===== config.mk =====
export PLATFORM = sky130hd
export DESIGN_NAME = vat_xlate
export DESIGN_NICKNAME = d
export VERILOG_FILES = /design/src/rtl/vat_pkg.sv /design/src/rtl/vat_range_check.sv /design/src/rtl/vat_pte_decode.sv /design/src/rtl/vat_xlate.sv
export SDC_FILE = /design/constraint.sdc
export NUM_CORES = 1
export LEC_CHECK = 0
export BUFFER_PORTS_ARGS = -buffer_cell sky130_fd_sc_hd__buf_2
export CAP_MARGIN = 20
export CELL_PAD_IN_SITES_DETAIL_PLACEMENT = 1
export CELL_PAD_IN_SITES_GLOBAL_PLACEMENT = 2
export CORE_ASPECT_RATIO = 0.5
export CORE_MARGIN = 2
export CORE_UTILIZATION = 32
export DETAILED_ROUTE_END_ITERATION = 8
export PLACE_DENSITY = 0.95
export SLEW_MARGIN = 20
export SYNTH_ARGS = -nofsm -noshare
export SYNTH_HDL_FRONTEND = slang
export SYNTH_SLANG_ARGS = --single-unit

===== constraint.sdc =====
create_clock -name clk -period 9.52 [get_ports clk]
set_input_delay 0.476 -clock clk [delete_from_list [all_inputs] [get_ports clk]]
set_output_delay 0.476 -clock clk [all_outputs]
set_load 0.1 [all_outputs]

===== src/rtl/vat_pkg.sv =====
`timescale 1ns/1ps
package vat_pkg;
  typedef enum logic [1:0] {
    RG_PROG  = 2'b00,
    RG_STACK = 2'b01,
    RG_SYS   = 2'b10,
    RG_RSVD  = 2'b11
  } region_e;

  typedef enum logic [2:0] {
    FLT_NONE    = 3'd0,
    FLT_LENGTH  = 3'd1,
    FLT_INV_SYS = 3'd2,
    FLT_INV_USR = 3'd3,
    FLT_PROT    = 3'd4,
    FLT_RSVD    = 3'd5
  } fault_e;

  typedef enum logic [1:0] {
    ST_IDLE,
    ST_DECODE,
    ST_WAIT_SYS,
    ST_WAIT_USR
  } state_e;
endpackage


===== src/rtl/vat_range_check.sv =====
`timescale 1ns/1ps
module vat_range_check
  import vat_pkg::*;
#(
  parameter int VPN_W = 21
) (
  input  region_e            region,
  input  logic [VPN_W-1:0]   vpn,
  input  logic [VPN_W-1:0]   eva_vpn,
  input  logic [VPN_W:0]     sys_len,
  input  logic [VPN_W:0]     prog_len,
  input  logic [VPN_W:0]     stack_len,
  output logic               va_in_range,
  output logic               eva_in_range
);
  logic [VPN_W:0] vpn_x;
  assign vpn_x = {1'b0, vpn};

  always_comb begin
    unique case (region)
      RG_PROG:  va_in_range = vpn_x < prog_len;
      RG_STACK: va_in_range = vpn_x >= stack_len;   // stack grows down
      RG_SYS:   va_in_range = vpn_x < sys_len;
      default:  va_in_range = 1'b0;
    endcase
  end

  // the user table entry address must land inside the system table
  assign eva_in_range = {1'b0, eva_vpn} < sys_len;
endmodule


===== src/rtl/vat_pte_decode.sv =====
`timescale 1ns/1ps
module vat_pte_decode #(
  parameter int WORD_W = 32,
  parameter int PFN_W  = 21,
  parameter int MODE_W = 2
) (
  input  logic [WORD_W-1:0] entry,
  input  logic [MODE_W-1:0] mode,
  output logic              valid,
  output logic              allowed,
  output logic [PFN_W-1:0]  pfn
);
  localparam int VALID_BIT = WORD_W - 1;
  localparam int PROT_W    = 1 << MODE_W;
  localparam int PROT_LO   = VALID_BIT - PROT_W;

  logic [PROT_W-1:0] prot;
  logic              unused_bits;

  assign valid       = entry[VALID_BIT];
  assign prot        = entry[PROT_LO +: PROT_W];
  assign allowed     = prot[mode];
  assign pfn         = entry[PFN_W-1:0];
  assign unused_bits = ^entry[PROT_LO-1:PFN_W];
endmodule


===== src/rtl/vat_xlate.sv =====
`timescale 1ns/1ps
module vat_xlate
  import vat_pkg::*;
#(
  parameter int VA_W   = 32,
  parameter int OFF_W  = 9,
  parameter int PFN_W  = 21,
  parameter int MODE_W = 2
) (
  input  logic                  clk,
  input  logic                  rst,
  input  logic                  req_valid,
  input  logic [VA_W-1:0]       req_va,
  input  logic [MODE_W-1:0]     req_mode,
  input  logic [VA_W-1:0]       sys_base,
  input  logic [VA_W-OFF_W-2:0] sys_len,
  input  logic [VA_W-1:0]       prog_base,
  input  logic [VA_W-OFF_W-2:0] prog_len,
  input  logic [VA_W-1:0]       stack_base,
  input  logic [VA_W-OFF_W-2:0] stack_len,
  output logic                  mem_req,
  output logic [VA_W-1:0]       mem_addr,
  input  logic                  mem_rvalid,
  input  logic [VA_W-1:0]       mem_rdata,
  output logic                  busy,
  output logic                  done,
  output logic [2:0]            fault_code,
  output logic [PFN_W+OFF_W-1:0] pa
);
  localparam int VPN_W = VA_W - OFF_W - 2;
  localparam int PA_W  = PFN_W + OFF_W;
  localparam int IDX_PAD = VA_W - VPN_W - 2;

  state_e             st;
  logic [VA_W-1:0]    va_q;
  logic [MODE_W-1:0]  mode_q;
  logic               user_q;
  logic [OFF_W-1:0]   eoff_q;

  region_e            region;
  logic [VPN_W-1:0]   vpn;
  logic               is_user;
  logic [VA_W-1:0]    user_base;
  logic [VA_W-1:0]    eva;
  logic [VPN_W-1:0]   eva_vpn;
  logic [VPN_W-1:0]   sys_idx;
  logic [VA_W-1:0]    sys_fetch_addr;
  logic [VA_W-1:0]    usr_fetch_addr;
  logic               va_ok, eva_ok;
  logic               pte_valid, pte_allowed;
  logic [PFN_W-1:0]   pte_pfn;

  assign region    = region_e'(va_q[VA_W-1 -: 2]);
  assign vpn       = va_q[OFF_W +: VPN_W];
  assign is_user   = (region == RG_PROG) || (region == RG_STACK);
  assign user_base = (region == RG_STACK) ? stack_base : prog_base;
  assign eva       = user_base + {{IDX_PAD{1'b0}}, vpn, 2'b00};
  assign eva_vpn   = eva[OFF_W +: VPN_W];
  assign sys_idx   = is_user ? eva_vpn : vpn;
  assign sys_fetch_addr = sys_base + {{IDX_PAD{1'b0}}, sys_idx, 2'b00};
  assign usr_fetch_addr = {{(VA_W-PA_W){1'b0}}, pte_pfn, eoff_q};
  assign busy      = (st != ST_IDLE);

  vat_range_check #(.VPN_W(VPN_W)) u_range (
    .region      (region),
    .vpn         (vpn),
    .eva_vpn     (eva_vpn),
    .sys_len     (sys_len),
    .prog_len    (prog_len),
    .stack_len   (stack_len),
    .va_in_range (va_ok),
    .eva_in_range(eva_ok)
  );

  vat_pte_decode #(.WORD_W(VA_W), .PFN_W(PFN_W), .MODE_W(MODE_W)) u_pte (
    .entry  (mem_rdata),
    .mode   (mode_q),
    .valid  (pte_valid),
    .allowed(pte_allowed),
    .pfn    (pte_pfn)
  );

  always_ff @(posedge clk) begin
    if (rst) begin
      st         <= ST_IDLE;
      va_q       <= '0;
      mode_q     <= '0;
      user_q     <= 1'b0;
      eoff_q     <= '0;
      mem_req    <= 1'b0;
      mem_addr   <= '0;
      done       <= 1'b0;
      fault_code <= FLT_NONE;
      pa         <= '0;
    end else begin
      done    <= 1'b0;
      mem_req <= 1'b0;
      unique case (st)
        ST_IDLE: begin
          if (req_valid) begin
            va_q   <= req_va;
            mode_q <= req_mode;
            st     <= ST_DECODE;
          end
        end
        ST_DECODE: begin
          if (region == RG_RSVD) begin
            done <= 1'b1; fault_code <= FLT_RSVD; pa <= '0; st <= ST_IDLE;
          end else if (!va_ok || (is_user && !eva_ok)) begin
            done <= 1'b1; fault_code <= FLT_LENGTH; pa <= '0; st <= ST_IDLE;
          end else begin
            mem_req  <= 1'b1;
            mem_addr <= sys_fetch_addr;
            user_q   <= is_user;
            eoff_q   <= eva[OFF_W-1:0];
            st       <= ST_WAIT_SYS;
          end
        end
        ST_WAIT_SYS: begin
          if (mem_rvalid) begin
            if (!pte_valid) begin
              done <= 1'b1; fault_code <= FLT_INV_SYS; pa <= '0; st <= ST_IDLE;
            end else if (user_q) begin
              mem_req  <= 1'b1;
              mem_addr <= usr_fetch_addr;
              st       <= ST_WAIT_USR;
            end else if (!pte_allowed) begin
              done <= 1'b1; fault_code <= FLT_PROT; pa <= '0; st <= ST_IDLE;
            end else begin
              done <= 1'b1; fault_code <= FLT_NONE;
              pa   <= {pte_pfn, va_q[OFF_W-1:0]}; st <= ST_IDLE;
            end
          end
        end
        ST_WAIT_USR: begin
          if (mem_rvalid) begin
            done <= 1'b1;
            st   <= ST_IDLE;
            if (!pte_valid) begin
              fault_code <= FLT_INV_USR; pa <= '0;
            end else if (!pte_allowed) begin
              fault_code <= FLT_PROT; pa <= '0;
            end else begin
              fault_code <= FLT_NONE; pa <= {pte_pfn, va_q[OFF_W-1:0]};
            end
          end
        end
        default: st <= ST_IDLE;
      endcase
    end
  end

  // result strobe lasts exactly one cycle
  a_r10_done_pulse: assert property (@(posedge clk) disable iff (rst)
    done |=> !done);

  // each fetch request is a single-cycle pulse
  a_r11_req_pulse: assert property (@(posedge clk) disable iff (rst)
    mem_req |=> !mem_req);

  // reserved addresses never reach the memory port
  a_r1_no_rsvd_fetch: assert property (@(posedge clk) disable iff (rst)
    mem_req |-> (va_q[VA_W-1 -: 2] != 2'b11));

  // a successful stack result lies at or above the stack limit
  a_r5_stack_floor: assert property (@(posedge clk) disable iff (rst)
    (done && fault_code == FLT_NONE && va_q[VA_W-1 -: 2] == 2'b01)
      |-> ({1'b0, va_q[OFF_W +: VPN_W]} >= stack_len));

  // a successful system result lies below the system length
  a_r3_sys_bound: assert property (@(posedge clk) disable iff (rst)
    (done && fault_code == FLT_NONE && va_q[VA_W-1 -: 2] == 2'b10)
      |-> ({1'b0, va_q[OFF_W +: VPN_W]} < sys_len));

  // success keeps the page offset, a fault clears the address
  a_r9_pa_offset: assert property (@(posedge clk) disable iff (rst)
    (done && fault_code == FLT_NONE) |-> (pa[OFF_W-1:0] == va_q[OFF_W-1:0]));
  a_r9_pa_zero: assert property (@(posedge clk) disable iff (rst)
    (done && fault_code != FLT_NONE) |-> (pa == '0));
endmodule


==> metrics.csv <==
stage,metric,value,unit
status,status,finished with violations,
synth,ys_ff_latch,113,
status,failed_checks,design-rule violations,
critical_path,critPathMaxFanout,31,
detailed_routing,drt_iter0_drc,493,
synth,yosysSeqAreaShare,23.6,%
timing,postLayoutSetupSlackWorst,2100,ps
critical_path,crit_chain,"nand2_1, mux2_2, ha_1, fa_1, a211oi_1, nor2_1, a41oi_1, a211oi_1, a211oi_1, or2_2, xor2_1, ha_1, a211o_1, o211ai_1, a21oi_1, o31ai_1, o211ai_1, a21o_1, nor2_4, buf_4, nor2_1, a211oi_1",
detailed_routing,routed_wl,38000,um
floorplan,row_count,44,
synth,async_flop_share,0,%
floorplan,dieArea,0.0314,mm2
detailed_routing,first_pass_iters,8,
min_path,whs_path_depth,3,
synth,ys_types,67,
synth,synth.largest_area_cell,dfxtp_1,
cells_and_area,drive_gt1_share,25.3,%
critical_path,timing.critical_path.from_type,flip-flop,
critical_path,max_stage_delay,840,ps
synth,synthCells,1223,
global_routing,antenna_found_initial,9,
global_routing,gr-usage-all-layers,23.9,%
critical_path,ff2ff_setup_slack,2100,ps
cells_and_area,syn_to_final_growth,25.2,%
floorplan,ios,300,
clock_tree,clkSlewWorstSetupHoldPaths,60,ps
cells_and_area,layout.nets,1853,
timing,finalSetupTns,0,ps
clock_tree,clockBufferDepth,2,
synth,yosys_warnings,0,
critical_path,critical_path.endpoint_type,flip-flop,
detailed_routing,viasPerCell,5.23,
placement,dp_slack,2120,ps
floorplan,initial_core_util,32.7,%
timing,setup_viol_count_final,0,
critical_path,critPathKind,flip-flop to flip-flop,
timing,post-route-min-period,7420,ps
synth,synthFlopType,dfxtp_1,
synth,synthesis.nets,1586,
min_path,hold_class,primary input to flip-flop,
global_routing,grt.overflow.total,0,
clock_tree,numClockSinks,113,
synth,ys_top_cells_by_count,"nand2_1, ha_1, dfxtp_1",
clock_tree,postCtsHoldBufs,0,
synth,yosysMostFrequentCell,nand2_1,
pwr,power_frac_comb,45.7,%
detailed_routing,wire_per_inst,20.0,um
synth,synth_edf_count,0,
global_routing,first_global_vias,10654,
critical_path,cp.arrival,7750,ps
timing,tightest_slew,1020,ps
global_routing,grt_pass1_wl,58500,um
clock_tree,cts_buffers,17,
pwr,swShare,44.0,%
detailed_routing,ant_nets,0,
clock_tree,clk_latency,440,ps
placement,port_buffers,289,
flow_run,maxCapViolCount,0,
min_path,hold_path_end,va_q[31],
critical_path,r2r_end,mem_addr[1],
timing,hold_violations,0,
pwr,powerDensity,189,mW/mm2
clock_tree,cts_setup_buffers,0,
critical_path,r2r-start,va_q[30],
timing,rsz0062_at_grt,false,
clock_tree,cts_resized,0,
synth,synth_top_area_share,23.6,%
timing,slew_headroom,31.8,%
critical_path,r2r_cells,22,
clock_tree,h-tree-depth,4,
clock_tree,cts_tree,yes,
pwr,power_frac_seq,24.9,%
timing,finClkSkew,9.23,ps
pwr,netSwitchingPower,997,uW
pwr,p_leak,0.00582,uW
floorplan,die_w,249,um
timing,slew_viol_final,0,
pwr,clockPowerShare,29.3,%
timing,fmax,135,MHz
synth,avgSynthCellArea,7.83,um2
clock_tree,cts_root_buffer,clkbuf_16,
detailed_routing,drc,20,
critical_path,cpMaxStageDelayCell,dfxtp_1,
pwr,internal_power,1270,uW
timing,period_share,77.9,%
pwr,peakVddDrop,0.000127,V
floorplan,core_area,0.0292,mm2
synth,synth_area_leaders,"dfxtp_1, ha_1, nand2_1",
critical_path,crit_top_cell,a211oi_1,
floorplan,die_h,126,um
min_path,hp-start,req_va[31],
detailed_routing,vias,9966,
placement,hpwlAfterDp,30200,um
synth,syn-cell-area,0.00957,mm2
critical_path,required,9850,ps
placement,finalWeightedCongestion,0.930,
global_routing,grt_max_degree,79,
## final cells by class
type,instances,area [um2]
Inverter,82,308
Fill cell,3648,17200
Antenna cell,10,25.0
Clock buffer,21,470
Tap cell,391,489
Timing Repair Buffer,300,1530
Clock inverter,11,130
Sequential cell,113,2260
Multi-Input combinational cell,976,6770
## metal layers
layer / vias up / part of all wire, % / track usage (%)
met5: - / 0 / 0
met4: 0 / 2.4 / 9.80
met3: 41 / 2.6 / 3.10
met2: 174 / 50 / 42.7
met1: 4872 / 45 / 29.4
li1: 4879 / - / -
## how the worst max path moves through the flow
| stage | slack [ps] | end | depth (start not counted) | from |
|---|---|---|---|---|
| 3_3_place_gp | 2410 | mem_addr[3] | 22 | va_q[30] |
| 2_1_floorplan | 3550 | mem_addr[26] | 25 | va_q[30] |
| 3_5_place_dp | 2120 | mem_addr[1] | 22 | va_q[30] |
| 4_1_cts | 2100 | mem_addr[1] | 22 | va_q[30] |
| 6_report | 2100 | mem_addr[1] | 22 | va_q[30] |
| 5_1_grt | 1580 | mem_addr[1] | 22 | va_q[30] |
## power groups by stage
stage | combinational [uW] | sequential (uW) | clock [uW]
2_1_floorplan | 565 | 755 | 0
3_3_place_gp | 998 | 571 | 0
3_5_place_dp | 1030 | 574 | 0
4_1_cts | 1040 | 565 | 677
5_1_grt | 1130 | 570 | 696
6_report | 1040 | 565 | 665
## sequential cells by signal, summed over array words and instances (netlist names)
name / count
done: 1
st: 2
mem_addr: 32
va_q: 32
eoff_q: 9
mem_req: 1
fault_code: 3
mode_q: 2
user_q: 1
pa: 30
## cells in the final DEF, fill, tap and decap left out, types with 4 or more instances in the layout
cell type	n
buf_2	289
nand2_1	206
ha_1	128
dfxtp_1	113
a21oi_1	109
nor2_1	83
inv_1	82
mux2i_1	51
o21ai_0	47
a211oi_1	39
mux2_2	31
xnor2_1	30
a21o_1	24
xor2_1	21
nand3_1	21
nor3_1	17
clkbuf_16	17
nand2b_1	16
o211ai_1	15
nand4_1	11
buf_4	11
diode_2	10
and3_1	10
nor2b_1	10
o21ai_1	6
or2_2	6
o21a_1	6
a31oi_1	6
o31ai_1	5
nor3b_1	5
o211a_1	5
nor4_1	4
a2111oi_0	4
and4_1	4
clkinvlp_4	4
## cell families after synthesis
| group | synth area share (%) |
|---|---|
| flip-flops | 23.6 |
| buffers and inverters | 5.88 |
| adder cells (fa/ha/maj) | 17.3 |
| XOR/XNOR | 4.67 |
| AO/OA/AOI/OAI | 20.4 |
| multiplexers | 9.21 |
| AND/OR/NAND/NOR | 18.9 |
## stage by stage
step / instances / utilization, % / total power [uW] / hold WS [ps] / instance area (um2)
6_report: 1904 / 41.0 / 2270 / 274 / 12000
5_1_grt: 1903 / 41.0 / 2400 / 278 / 12000
4_1_cts: 1894 / 40.9 / 2280 / 253 / 12000
3_5_place_dp: 1862 / 38.9 / 1600 / 446 / 11400
3_3_place_gp: 1862 / 38.9 / 1570 / 440 / 11400
2_1_floorplan: 1223 / - / 1320 / 437 / 9570
## worst max-delay path: cells and delay by family, from the launching register on
family / cells / cell delay [ps]
buffers and inverters: 1 / 410
AO/OA/AOI/OAI: 11 / 2770
XOR/XNOR: 1 / 230
multiplexers: 1 / 450
AND/OR/NAND/NOR: 5 / 1600
flip-flops: 1 / 840
adder cells (fa/ha/maj): 3 / 970
Note: power is estimated with default switching activity, not from simulation.
